$ cat config.mk
export PLATFORM = sky130hd
export DESIGN_NAME = sys_timer
export DESIGN_NICKNAME = d
export VERILOG_FILES = /design/src/rtl/sys_timer_pkg.sv /design/src/rtl/tmr_prescaler.sv /design/src/rtl/tmr_rate_tap.sv /design/src/rtl/tmr_count_fsm.sv /design/src/rtl/sys_timer.sv
export SDC_FILE = /design/constraint.sdc
export NUM_CORES = 1
export LEC_CHECK = 0
export BUFFER_PORTS_ARGS = -buffer_cell sky130_fd_sc_hd__buf_2
export CAP_MARGIN = 40
export CORE_MARGIN = 4
export CORE_UTILIZATION = 50
export DETAILED_ROUTE_END_ITERATION = 10
export HOLD_SLACK_MARGIN = 0.06
export PLACE_DENSITY = 0.77
export SLEW_MARGIN = 10
export SYNTH_ARGS = -nofsm -noshare
export SYNTH_HDL_FRONTEND = slang
export SYNTH_HIERARCHICAL = 1
export SYNTH_SLANG_ARGS = --single-unit
export TNS_END_PERCENT = 50
$ cat constraint.sdc
create_clock -name clk -period 5.55 [get_ports clk]
set_clock_uncertainty 0.1 [all_clocks]
set_input_delay 0.2775 -clock clk [delete_from_list [all_inputs] [get_ports clk]]
set_output_delay 0.2775 -clock clk [all_outputs]
set_load 0.01 [all_outputs]
$ cat src/rtl/sys_timer_pkg.sv
package sys_timer_pkg;

    localparam int DATA_W = 8;

    typedef enum logic [1:0] {
        REG_DIV = 2'd0,
        REG_CNT = 2'd1,
        REG_MOD = 2'd2,
        REG_CTL = 2'd3
    } reg_sel_e;

    typedef enum logic {
        CNT_OFF = 1'b0,
        CNT_ON  = 1'b1
    } cnt_state_e;

    // Highest prescaler bit of each rate tap; the period is 2**(msb+1).
    function automatic int tap_msb(input int code);
        case (code)
            0:       return 9;   // 1024 clocks
            1:       return 3;   // 16 clocks
            2:       return 5;   // 64 clocks
            default: return 7;   // 256 clocks
        endcase
    endfunction

endpackage

$ cat src/rtl/tmr_prescaler.sv
module tmr_prescaler #(
    parameter int PRE_W = 16
) (
    input  logic             clk,
    input  logic             rst_n,
    input  logic             clr,
    output logic [PRE_W-1:0] pre_o
);
    logic [PRE_W-1:0] pre_q;

    always_ff @(posedge clk or negedge rst_n) begin
        if (!rst_n)   pre_q <= '0;
        else if (clr) pre_q <= '0;
        else          pre_q <= pre_q + PRE_W'(1);
    end

    assign pre_o = pre_q;

    p_div_clear_r3: assert property (@(posedge clk) disable iff (!rst_n)
        clr |=> pre_q == '0);

    p_pre_step_r2: assert property (@(posedge clk) disable iff (!rst_n)
        !clr |=> pre_q == $past(pre_q) + PRE_W'(1));

endmodule

$ cat src/rtl/tmr_rate_tap.sv
module tmr_rate_tap
    import sys_timer_pkg::*;
#(
    parameter int TAP_W = 10
) (
    input  logic [TAP_W-1:0] pre_lo,
    input  logic [1:0]       rate,
    input  logic             clr,
    output logic             tick
);
    logic [3:0] cand;

    // Tick condition: the low bits of the tap are all ones, so the
    // prescaler becomes a multiple of the period at the coming edge.
    for (genvar g = 0; g < 4; g++) begin : g_tap
        localparam int T = tap_msb(g);
        assign cand[g] = &pre_lo[T:0];
    end

    assign tick = cand[rate] & ~clr;

endmodule

$ cat src/rtl/tmr_count_fsm.sv
module tmr_count_fsm
    import sys_timer_pkg::*;
#(
    parameter int W = DATA_W
) (
    input  logic         clk,
    input  logic         rst_n,
    input  logic         en_wr,
    input  logic         en_val,
    input  logic         tick,
    input  logic         cnt_wr,
    input  logic [W-1:0] cnt_wdata,
    input  logic [W-1:0] reload,
    output logic [W-1:0] cnt_o,
    output logic         running_o,
    output logic         irq_o
);
    cnt_state_e   state_q, state_d;
    logic [W-1:0] cnt_q, cnt_d;
    logic         irq_q, irq_d;

    // State register: enable and disable transitions.
    always_ff @(posedge clk or negedge rst_n) begin
        if (!rst_n) state_q <= CNT_OFF;
        else        state_q <= state_d;
    end

    always_comb begin
        state_d = state_q;
        if (en_wr) state_d = en_val ? CNT_ON : CNT_OFF;
    end

    // Output process: increment, reload and CPU override.
    always_comb begin
        cnt_d = cnt_q;
        irq_d = 1'b0;
        unique case (state_q)
            CNT_OFF: ;
            CNT_ON: begin
                if (tick) begin
                    if (cnt_q == '1) begin
                        cnt_d = reload;
                        irq_d = 1'b1;
                    end else begin
                        cnt_d = cnt_q + W'(1);
                    end
                end
            end
        endcase
        if (cnt_wr) begin
            cnt_d = cnt_wdata;
            irq_d = 1'b0;
        end
    end

    always_ff @(posedge clk or negedge rst_n) begin
        if (!rst_n) begin
            cnt_q <= '0;
            irq_q <= 1'b0;
        end else begin
            cnt_q <= cnt_d;
            irq_q <= irq_d;
        end
    end

    assign cnt_o     = cnt_q;
    assign running_o = (state_q == CNT_ON);
    assign irq_o     = irq_q;

    p_reload_val_r5: assert property (@(posedge clk) disable iff (!rst_n)
        irq_q |-> cnt_q == $past(reload));

    p_irq_single_r6: assert property (@(posedge clk) disable iff (!rst_n)
        irq_q |=> !irq_q);

    p_irq_from_tick_r6: assert property (@(posedge clk) disable iff (!rst_n)
        irq_q |-> $past(tick));

    p_hold_off_r7: assert property (@(posedge clk) disable iff (!rst_n)
        (state_q == CNT_OFF && !cnt_wr) |=> cnt_q == $past(cnt_q));

    p_write_wins_r8: assert property (@(posedge clk) disable iff (!rst_n)
        cnt_wr |=> (cnt_q == $past(cnt_wdata)) && !irq_q);

endmodule

$ cat src/rtl/sys_timer.sv
module sys_timer
    import sys_timer_pkg::*;
#(
    parameter int PRE_W = 16,
    parameter int DIV_W = 8,
    parameter int TAP_W = 10
) (
    input  logic              clk,
    input  logic              rst_n,
    input  logic              wr_en,
    input  logic [1:0]        addr,
    input  logic [DATA_W-1:0] wdata,
    output logic [DATA_W-1:0] rdata,
    output logic              irq
);
    localparam int CTL_PAD = DATA_W - 3;

    reg_sel_e          sel;
    logic              wr_div, wr_cnt, wr_mod, wr_ctl;
    logic [PRE_W-1:0]  pre;
    logic [1:0]        rate_q;
    logic [DATA_W-1:0] mod_q;
    logic [DATA_W-1:0] cnt;
    logic              running;
    logic              tick;

    assign sel    = reg_sel_e'(addr);
    assign wr_div = wr_en && (sel == REG_DIV);
    assign wr_cnt = wr_en && (sel == REG_CNT);
    assign wr_mod = wr_en && (sel == REG_MOD);
    assign wr_ctl = wr_en && (sel == REG_CTL);

    tmr_prescaler #(.PRE_W(PRE_W)) u_pre (
        .clk   (clk),
        .rst_n (rst_n),
        .clr   (wr_div),
        .pre_o (pre)
    );

    tmr_rate_tap #(.TAP_W(TAP_W)) u_tap (
        .pre_lo (pre[TAP_W-1:0]),
        .rate   (rate_q),
        .clr    (wr_div),
        .tick   (tick)
    );

    always_ff @(posedge clk or negedge rst_n) begin
        if (!rst_n) begin
            rate_q <= 2'b00;
            mod_q  <= '0;
        end else begin
            if (wr_ctl) rate_q <= wdata[1:0];
            if (wr_mod) mod_q  <= wdata;
        end
    end

    tmr_count_fsm #(.W(DATA_W)) u_cnt (
        .clk       (clk),
        .rst_n     (rst_n),
        .en_wr     (wr_ctl),
        .en_val    (wdata[2]),
        .tick      (tick),
        .cnt_wr    (wr_cnt),
        .cnt_wdata (wdata),
        .reload    (mod_q),
        .cnt_o     (cnt),
        .running_o (running),
        .irq_o     (irq)
    );

    always_comb begin
        unique case (sel)
            REG_DIV: rdata = pre[PRE_W-1 -: DIV_W];
            REG_CNT: rdata = cnt;
            REG_MOD: rdata = mod_q;
            REG_CTL: rdata = {{CTL_PAD{1'b1}}, running, rate_q};
        endcase
    end

    p_mod_hold_r9: assert property (@(posedge clk) disable iff (!rst_n)
        !wr_mod |=> mod_q == $past(mod_q));

endmodule

# After elaboration in Yosys (flattened, before gate mapping)
# Cells that the tools add are included.
# word_totals
ff_bits	36
inputBits	13
out_inout_bits	9
word_cells	40
# op_classes
n_addsub	2
n_lt_le_gt_ge	1
n_eq_ne	4
muxes	13
bitwise	2
reduce_logical	12
# ops
cell	count
2-to-1 mux 8 bit	4
case mux 8 bit (4 select lines)	1
adder 16 x 1 -> 16 bit (second input constant)	1
2-to-1 mux 16 bit	1
AND reduction 10 bit	1
adder 8 x 1 -> 8 bit (second input constant)	1
== test 8 bit (second input constant)	1
AND reduction 8 bit	1
2-to-1 mux 1 bit	6
AND reduction 6 bit	1
== test 2 bit (second input constant)	2
logical AND 1 bit	4
AND reduction 4 bit	1
nonzero test 2 bit	2
< comparator 2 x 3 -> 1 bit (second input constant)	1
binary-select mux 1 bit (select 2 bit)	1
== test 2 x 1 -> 1 bit (second input constant)	1
logical NOT 2 bit	1
AND reduction 2 bit	1
bitwise AND 1 bit	1
NOT 1 bit	1

# Depth between registers and ports, before layout
# Gate-level depths: netlist (run 1).
# depth
depth_word	7
depth_mapped	8
depth_no_buf	7

# By module
# The synthesis (run 1) kept the hierarchy.
# by_module_without_submodules
module	n_inst	cells_per_inst	area_per_inst_um2	seq_area_each_um2
tmr_prescaler	1	79	782.0	400.4
tmr_count_fsm	1	72	651.9	250.2
sys_timer	1	40	623.1	250.2
tmr_rate_tap	1	8	55.1	0.0

# Worst setup path after synthesis (run 1)
# OpenSTA, ideal clock, no wires.
# synth_timing
kind	in2reg
from	input addr[1]
to	register u_cnt.cnt_q[7] (netlist: u_cnt/cnt_o[7])
setup_ns	0.126
t_arrival_ns	2.051
required_time_ns	5.324
path_slack_ns	3.273
cell_stages	8
path_buffers	1
path_cell_list	buf_2 -> nor3b_1 -> and3b_1 -> o2111a_1 -> and2_1 -> nand2b_1 -> nor3_1 -> a221o_1
# synth_between
elab_chain_cells	6
elab_cells_between_ends	10
cone_classes	eq/ne (1); mux (1); bitwise (2); reduce/logical (6)
# synth_lines
element	line	rtl
from (decl)	sys_timer.sv:11	input logic [1:0] addr,
logical NOT 2 bit	sys_timer.sv:28	assign wr_div = wr_en && (sel == REG_DIV);
logical AND 1 bit	sys_timer.sv:28	
via wr_div	sys_timer.sv:19	logic wr_div, wr_cnt, wr_mod, wr_ctl;
NOT 1 bit	tmr_rate_tap.sv:20	assign tick = cand[rate] & ~clr;
bitwise AND 1 bit	tmr_rate_tap.sv:20	
via tick	sys_timer.sv:25	logic tick;
nonzero test 2 bit (no source line)	-	
AND reduction 2 bit (no source line)	-	
to (signal assigned)	tmr_count_fsm.sv:61	cnt_q <= cnt_d;
to (decl)	tmr_count_fsm.sv:19	logic [W-1:0] cnt_q, cnt_d;
# The timed path passes the listed nets, and every way through them passes these cells.
# A chain may end at the register's enable or synchronous reset.

# Worst setup path in the final report (run 1)
# Ends and elaborated chain as after synthesis.

==> results.ini, run 1 <==
[status]
status=finished clean

[finish]
fin_area_mm2=0.00236
mostFrequentLayoutCells=dfrtp_1, buf_2, nand2_1
layout.nets=239
drive_gt1_share_pct=27.1
num_antenna_cells=0
final_common_cell=dfrtp_1
areaGrowthSynthToFinish_pct=11.9
final_util_pct=58.7

[global_route]
grt_antenna_before_repair=0
grt-ovfl-total=0
grt_use_total_pct=19.6
grt_max_degree=37
grt_pass1_vias=1593
grt_pass1_wl_um=7820

[synthesis]
syn_area_mm2=0.00211
synth_seq_cells=36
synth.distinct_cells=48
synthCells=199
yosysWarnings=6
synth-edff-count=0
ys_seq_area_share_pct=42.7
avgSynthCellArea_um2=10.6
synthFlopType=dfrtp_1
async_reset_ff_share_pct=100
synthesis.nets=214

[placed_design]
port-buffer-count=21
post-dp-hpwl_um=3420
placed_cell_area_mm2=0.00226
gp_congestion=0.867

[power_and_ir_drop]
power.density_mw_per_mm2=299
seq_power_share_pct=52.1
power.switching_uw=227
power_uw=706
leakage_nw=1.01
switching_share_pct=32.2
power_frac_clock_pct=27.4
ir_worst_vdd_mv=0.231
combinationalPowerShare_pct=20.5
power.internal_uw=479

[clocking]
cts_root_buf=clkbuf_8
numCtsBuffers=5
cts.repair.resized=0
cts_sinks=36
cts_tree=built
clk_pin_slew_ns=0.08
max-clock-path-buffers=2
clkLatencyLatePin_ns=0.29
htreeDepth=2

[sta]
grt_setup_unrepaired=false
period_minus_slack_ns=2.10
slew_violations=0
relSlewSlack_pct=46.1
setup_viol=0
tightest_slew_ns=0.809
setup_tns_ns=0
period_share_pct=37.8
whs_ns=0.127
final-hold-violation-count=0
fmax_ghz=0.477

[die]
die_area_mm2=0.00533
die_h_um=73.0
rows=23
die_width_um=73.0
initial_core_util_pct=52.4
pin_count=22
core_area_mm2=0.00403

[routing]
viasPerCell=6.07
drtIter0Drc=224
drc=0
wire_per_inst_um=17.3
vias=1668
drt_wl_total_um=4750
final_antenna_net_count=0
dr.pass1.iters=4

[critical_path]
critical_path_peak_fanout=13
worst_setup_path_start_kind=input pin
crit_type=input pin to flop
critPathArrivalTime_ns=2.18
cp-end-kind=flop
critPathRequiredTime_ns=5.63

[run]
max_cap_viol_count=0

[worst_hold_path]
hp-class=input pin to flop

-- state kept, by name (all words and copies together) (netlist names) --
register         count
mod_q                8
rate_q               2
u_cnt/cnt_o          8
u_cnt/irq_o          1
u_cnt/running_o      1
u_pre/pre_o         16
-- timing repair --
item,CTS,global route
hold buffers,1,0
buffers inserted,0,0
hold endpoints to repair,36,0
-- kinds of logic after synthesis --
group                      after synthesis  share of synthesized area [%]
AOI/OAI and AO/OA                       35                           11.1
xor gates and xnor gates                12                           4.98
adders and majority gates                2                           1.18
buffers and inverters                   12                           2.61
DFF                                     36                           42.7
muxes                                   23                           14.7
and+or+nand+nor                         79                           22.7
-- synthesized netlist by cell type, drive strengths merged, types with 3 or more instances --
| cell type | number | area share [%] |
|---|---|---|
| nand3 | 10 | 2.8 |
| xnor2 | 9 | 3.7 |
| nand2 | 16 | 2.8 |
| dfrtp | 36 | 43 |
| nor3 | 7 | 1.7 |
| nor2 | 15 | 2.7 |
| buf | 3 | 1.0 |
| nor3b | 3 | 1.1 |
| o22a | 5 | 2.1 |
| a21oi | 11 | 2.6 |
| nand2b | 4 | 1.3 |
| mux4 | 3 | 3.4 |
| or3 | 3 | 0.89 |
| inv | 7 | 1.2 |
| xor2 | 3 | 1.2 |
| mux2 | 16 | 9.4 |
| mux2i | 4 | 1.9 |
| nand4 | 8 | 3.8 |
| nor4 | 4 | 1.8 |
| o21ai | 8 | 1.9 |
-- power by group through the flow --
stage               sequential, mW  clock (mW)  combinational, mW
floorplan                    0.352           0              0.106
global placement             0.370           0              0.137
detailed placement           0.373           0              0.143
CTS                          0.368       0.196              0.145
global route                 0.377       0.209              0.159
finish                       0.368       0.194              0.145
-- metal layers --
metal / vias up / global-route usage [%] / share of wire, %
met2: 69 / 30.3 / 49
met5: - / 0 / 0
met1: 806 / 25.6 / 43
li1: 781 / - / -
met4: 0 / 9.84 / 2.5
met3: 12 / 4.41 / 5.9
-- final timing paths --
check / startpoint / endpoint / slack, ns / cells after the start
min in group asynchronous: rst_n / u_cnt/irq_o / 0.52 / 2
worst min register to register: u_pre/pre_o[0] / u_pre/pre_o[0] / 0.45 / 1
worst max register to register: u_pre/pre_o[4] / u_cnt/cnt_o[7] / 3.50 / 7
max in group asynchronous: rst_n / u_pre/pre_o[11] / 4.31 / 2
worst max-delay path: addr[1] / u_cnt/cnt_o[7] / 3.45 / 8
worst min-delay path: wdata[5] / u_cnt/cnt_o[5] / 0.13 / 3
-- through the flow --
| stage | setup slack [ns] | cells |
|---|---|---|
| after global placement | 2.82 | 265 |
| after global routing | 3.35 | 275 |
| final | 3.45 | 275 |
| after floorplan | 3.27 | 199 |
| after detailed placement | 3.16 | 266 |
| after CTS | 3.47 | 275 |
-- cell type report --
type	count	area, um2
Clock buffer	8	90.1
Sequential cell	36	901
Fill cell	343	1670
Multi-Input combinational cell	151	1160
Tap cell	50	62.6
Timing Repair Buffer	23	123
Inverter	7	26.3
-- critical path: stages --
cell      delay [ns]
buf_2           0.19
nor3b_2         0.48
and3b_1         0.24
o2111a_1        0.17
and2_1          0.21
nand2b_1        0.20
nor3_1          0.09
a221o_1         0.32
No activity file was read; power rests on OpenSTA's default activity.
==> run 2: changes to the inputs <==
==> constraint.sdc (replaced) <==
create_clock -name clk -period 2.02 [get_ports clk]
set_clock_uncertainty 0.1 [all_clocks]
set_input_delay 0.101 -clock clk [delete_from_list [all_inputs] [get_ports clk]]
set_output_delay 0.101 -clock clk [all_outputs]
set_load 0.01 [all_outputs]
==> run 2 against run 1 <==
Effect of this change:
- wire length is 2.2% higher
- count of clock-buffer cells in the layout is 3 lower
- largest power group unchanged
- sequential cell count stayed put
- die area stayed put
- sequential share of layout area is 3.2 points lower
- hold slack better by 0.073 ns
==> results.ini, run 2 (synthesized netlist as in run 1, its figures left out) <==
[global_route]
grt_max_degree=37  ; unchanged
grt_antenna_before_repair=0  ; unchanged
grt_pass1_vias=1713  ; +7.5%
grt-ovfl-total=0  ; unchanged
grt_pass1_wl_um=8160  ; +4.2%
grt_use_total_pct=20.2  ; +0.64 points

[sta]
period_minus_slack_ns=1.91
slew_violations=0  ; unchanged
final-hold-violation-count=0  ; unchanged
grt_setup_unrepaired=false
whs_ns=0.200  ; +0.0729 ns
period_share_pct=94.7
relSlewSlack_pct=47.6  ; +1.5 points
fmax_ghz=0.523
setup_tns_ns=0  ; unchanged
tightest_slew_ns=0.787  ; -0.0222 ns
setup_viol=0  ; unchanged

[clocking]
cts_root_buf=clkbuf_8
clk_pin_slew_ns=0.08  ; about the same
numCtsBuffers=5  ; unchanged
max-clock-path-buffers=2  ; unchanged
post_cts_buffers=0  ; unchanged
htreeDepth=2  ; unchanged
cts_tree=built
clkLatencyLatePin_ns=0.29  ; about the same
cts_sinks=36  ; unchanged

[routing]
viasPerCell=5.83  ; -3.9%
drc=0  ; unchanged
dr.pass1.iters=4  ; unchanged
wire_per_inst_um=16.4  ; -5.0%
drt_wl_total_um=4860  ; +2.2%
final_antenna_net_count=0  ; unchanged
vias=1725  ; +3.4%
drtIter0Drc=147  ; -34%

[finish]
mostFrequentLayoutCells=dfrtp_1, buf_2, nand2_1
layout.nets=260  ; +8.8%
drive_gt1_share_pct=32.5  ; +5.4 points
fill_cells=328  ; -4.4%
largest_reg_flops=16  ; unchanged
num_antenna_cells=0  ; unchanged
areaGrowthSynthToFinish_pct=22.0
layout.cells.non_filler=296  ; +7.6%
final_common_cell=dfrtp_1
regArea_um2=901  ; unchanged
fin_area_mm2=0.00258  ; +9.1%
multi_input_area_mm2=0.00118  ; +1.3%

[placed_design]
placed_cell_area_mm2=0.00236  ; +4.3%
port-buffer-count=21  ; unchanged
dp.cells=279  ; +4.9%
gp_congestion=0.817  ; -5.8%
post-dp-hpwl_um=3520  ; +3.0%

[worst_hold_path]
hp-class=input pin to flop

[power_and_ir_drop]
leakage_nw=1.11  ; +10%
power_frac_clock_pct=30.1  ; +2.7 points
power.internal_mw=1.46  ; +200%
power.switching_uw=645  ; +180%
seq_power_share_pct=45.8  ; -6.3 points
power.density_mw_per_mm2=815  ; +170%
combinationalPowerShare_pct=24.1  ; +3.6 points
ir_worst_vdd_mv=0.480  ; +110%
switching_share_pct=30.7  ; -1.5 points

[die]
pin_count=22  ; unchanged
die_width_um=73.0  ; unchanged
die_h_um=73.0  ; unchanged
die_area_mm2=0.00533  ; unchanged
core_area_mm2=0.00403  ; unchanged
initial_core_util_pct=52.4  ; unchanged
rows=23  ; unchanged

[critical_path]
cp-end-kind=flop
crit_type=flop to flop
cp_num_buf_inv=1  ; unchanged
path_cells=nand2b_1, a21oi_1, o2111a_2, nand2_1, buf_4, nor2_1, o21ai_0, o21ai_1
critical_path_peak_fanout=4  ; -9
crit_family=compound AO/OA/AOI/OAI gates
slowest_delay_ns=0.40  ; -0.08 ns
rrSetupSlack_ns=0.11  ; -3.39 ns
critPathRequiredTime_ns=2.14  ; -3.49 ns
critPathArrivalTime_ns=2.04  ; -0.14 ns
critPathSlowestCell=dfrtp_1
worst_setup_path_start_kind=flop

[status]
status=finished clean

[run]
max_cap_viol_count=0  ; unchanged

run 2: area by class of cell:
type                            instances  share of cell area (%)
Sequential cell                        36                    35.0
Multi-Input combinational cell        151                    45.6
Tap cell                               50                    2.43
Inverter                                7                    1.02
Clock buffer                            5                    2.67
Timing Repair Buffer                   44                    11.7
Clock inverter                          3                    1.65
run 2: worst min-delay path, stage by stage:
cell      delay, ns
buf_2          0.13
nand3b_4       0.16
mux2_2         0.17
run 2: what timing repair did:
item | 4_1_cts | 5_1_grt
hold buffers | 9 | 0
setup endpoints to repair | 0 | 3
gates resized for setup | 0 | 4
hold endpoints to repair | 53 | 0
run 2: metal layers:
metal | global-route usage, % | vias up | share of wire, %
met2 | 33.4 | 43 | 49
met4 | 5.94 | 0 | 1.5
li1 | - | 831 | -
met3 | 5.51 | 10 | 4.1
met5 | 0 | - | 0
met1 | 25.8 | 841 | 46
run 2: final timing paths:
kind,end,startpoint,cells past startpoint
setup / recovery,u_cnt/cnt_o[5],rate_q[0],8
setup reg to reg,u_cnt/cnt_o[5],rate_q[0],8
hold / removal,mod_q[0],wr_en,3
min in group asynchronous,rate_q[0],rst_n,2
max in group asynchronous,u_cnt/cnt_o[4],rst_n,2
hold reg to reg,mod_q[0],mod_q[0],1
run 2: power by group through the flow:
stage          combinational (mW)  sequential [mW]  clock (mW)
5_1_grt                     0.564            0.984       0.676
4_1_cts                     0.505            0.960       0.647
2_1_floorplan               0.293            0.967           0
3_5_place_dp                0.489            0.974           0
6_report                    0.506            0.962       0.633
3_3_place_gp                0.474            0.973           0
run 2: per-stage QoR:
step | utilization (%) | power (mW) | setup slack [ns]
floorplan | - | 1.26 | 0.119
global placement | 58.6 | 1.45 | 0.166
detailed placement | 58.6 | 1.46 | 0.160
CTS | 63.6 | 2.11 | 0.124
global route | 64.0 | 2.22 | 0.00551
finish | 64.0 | 2.10 | 0.107
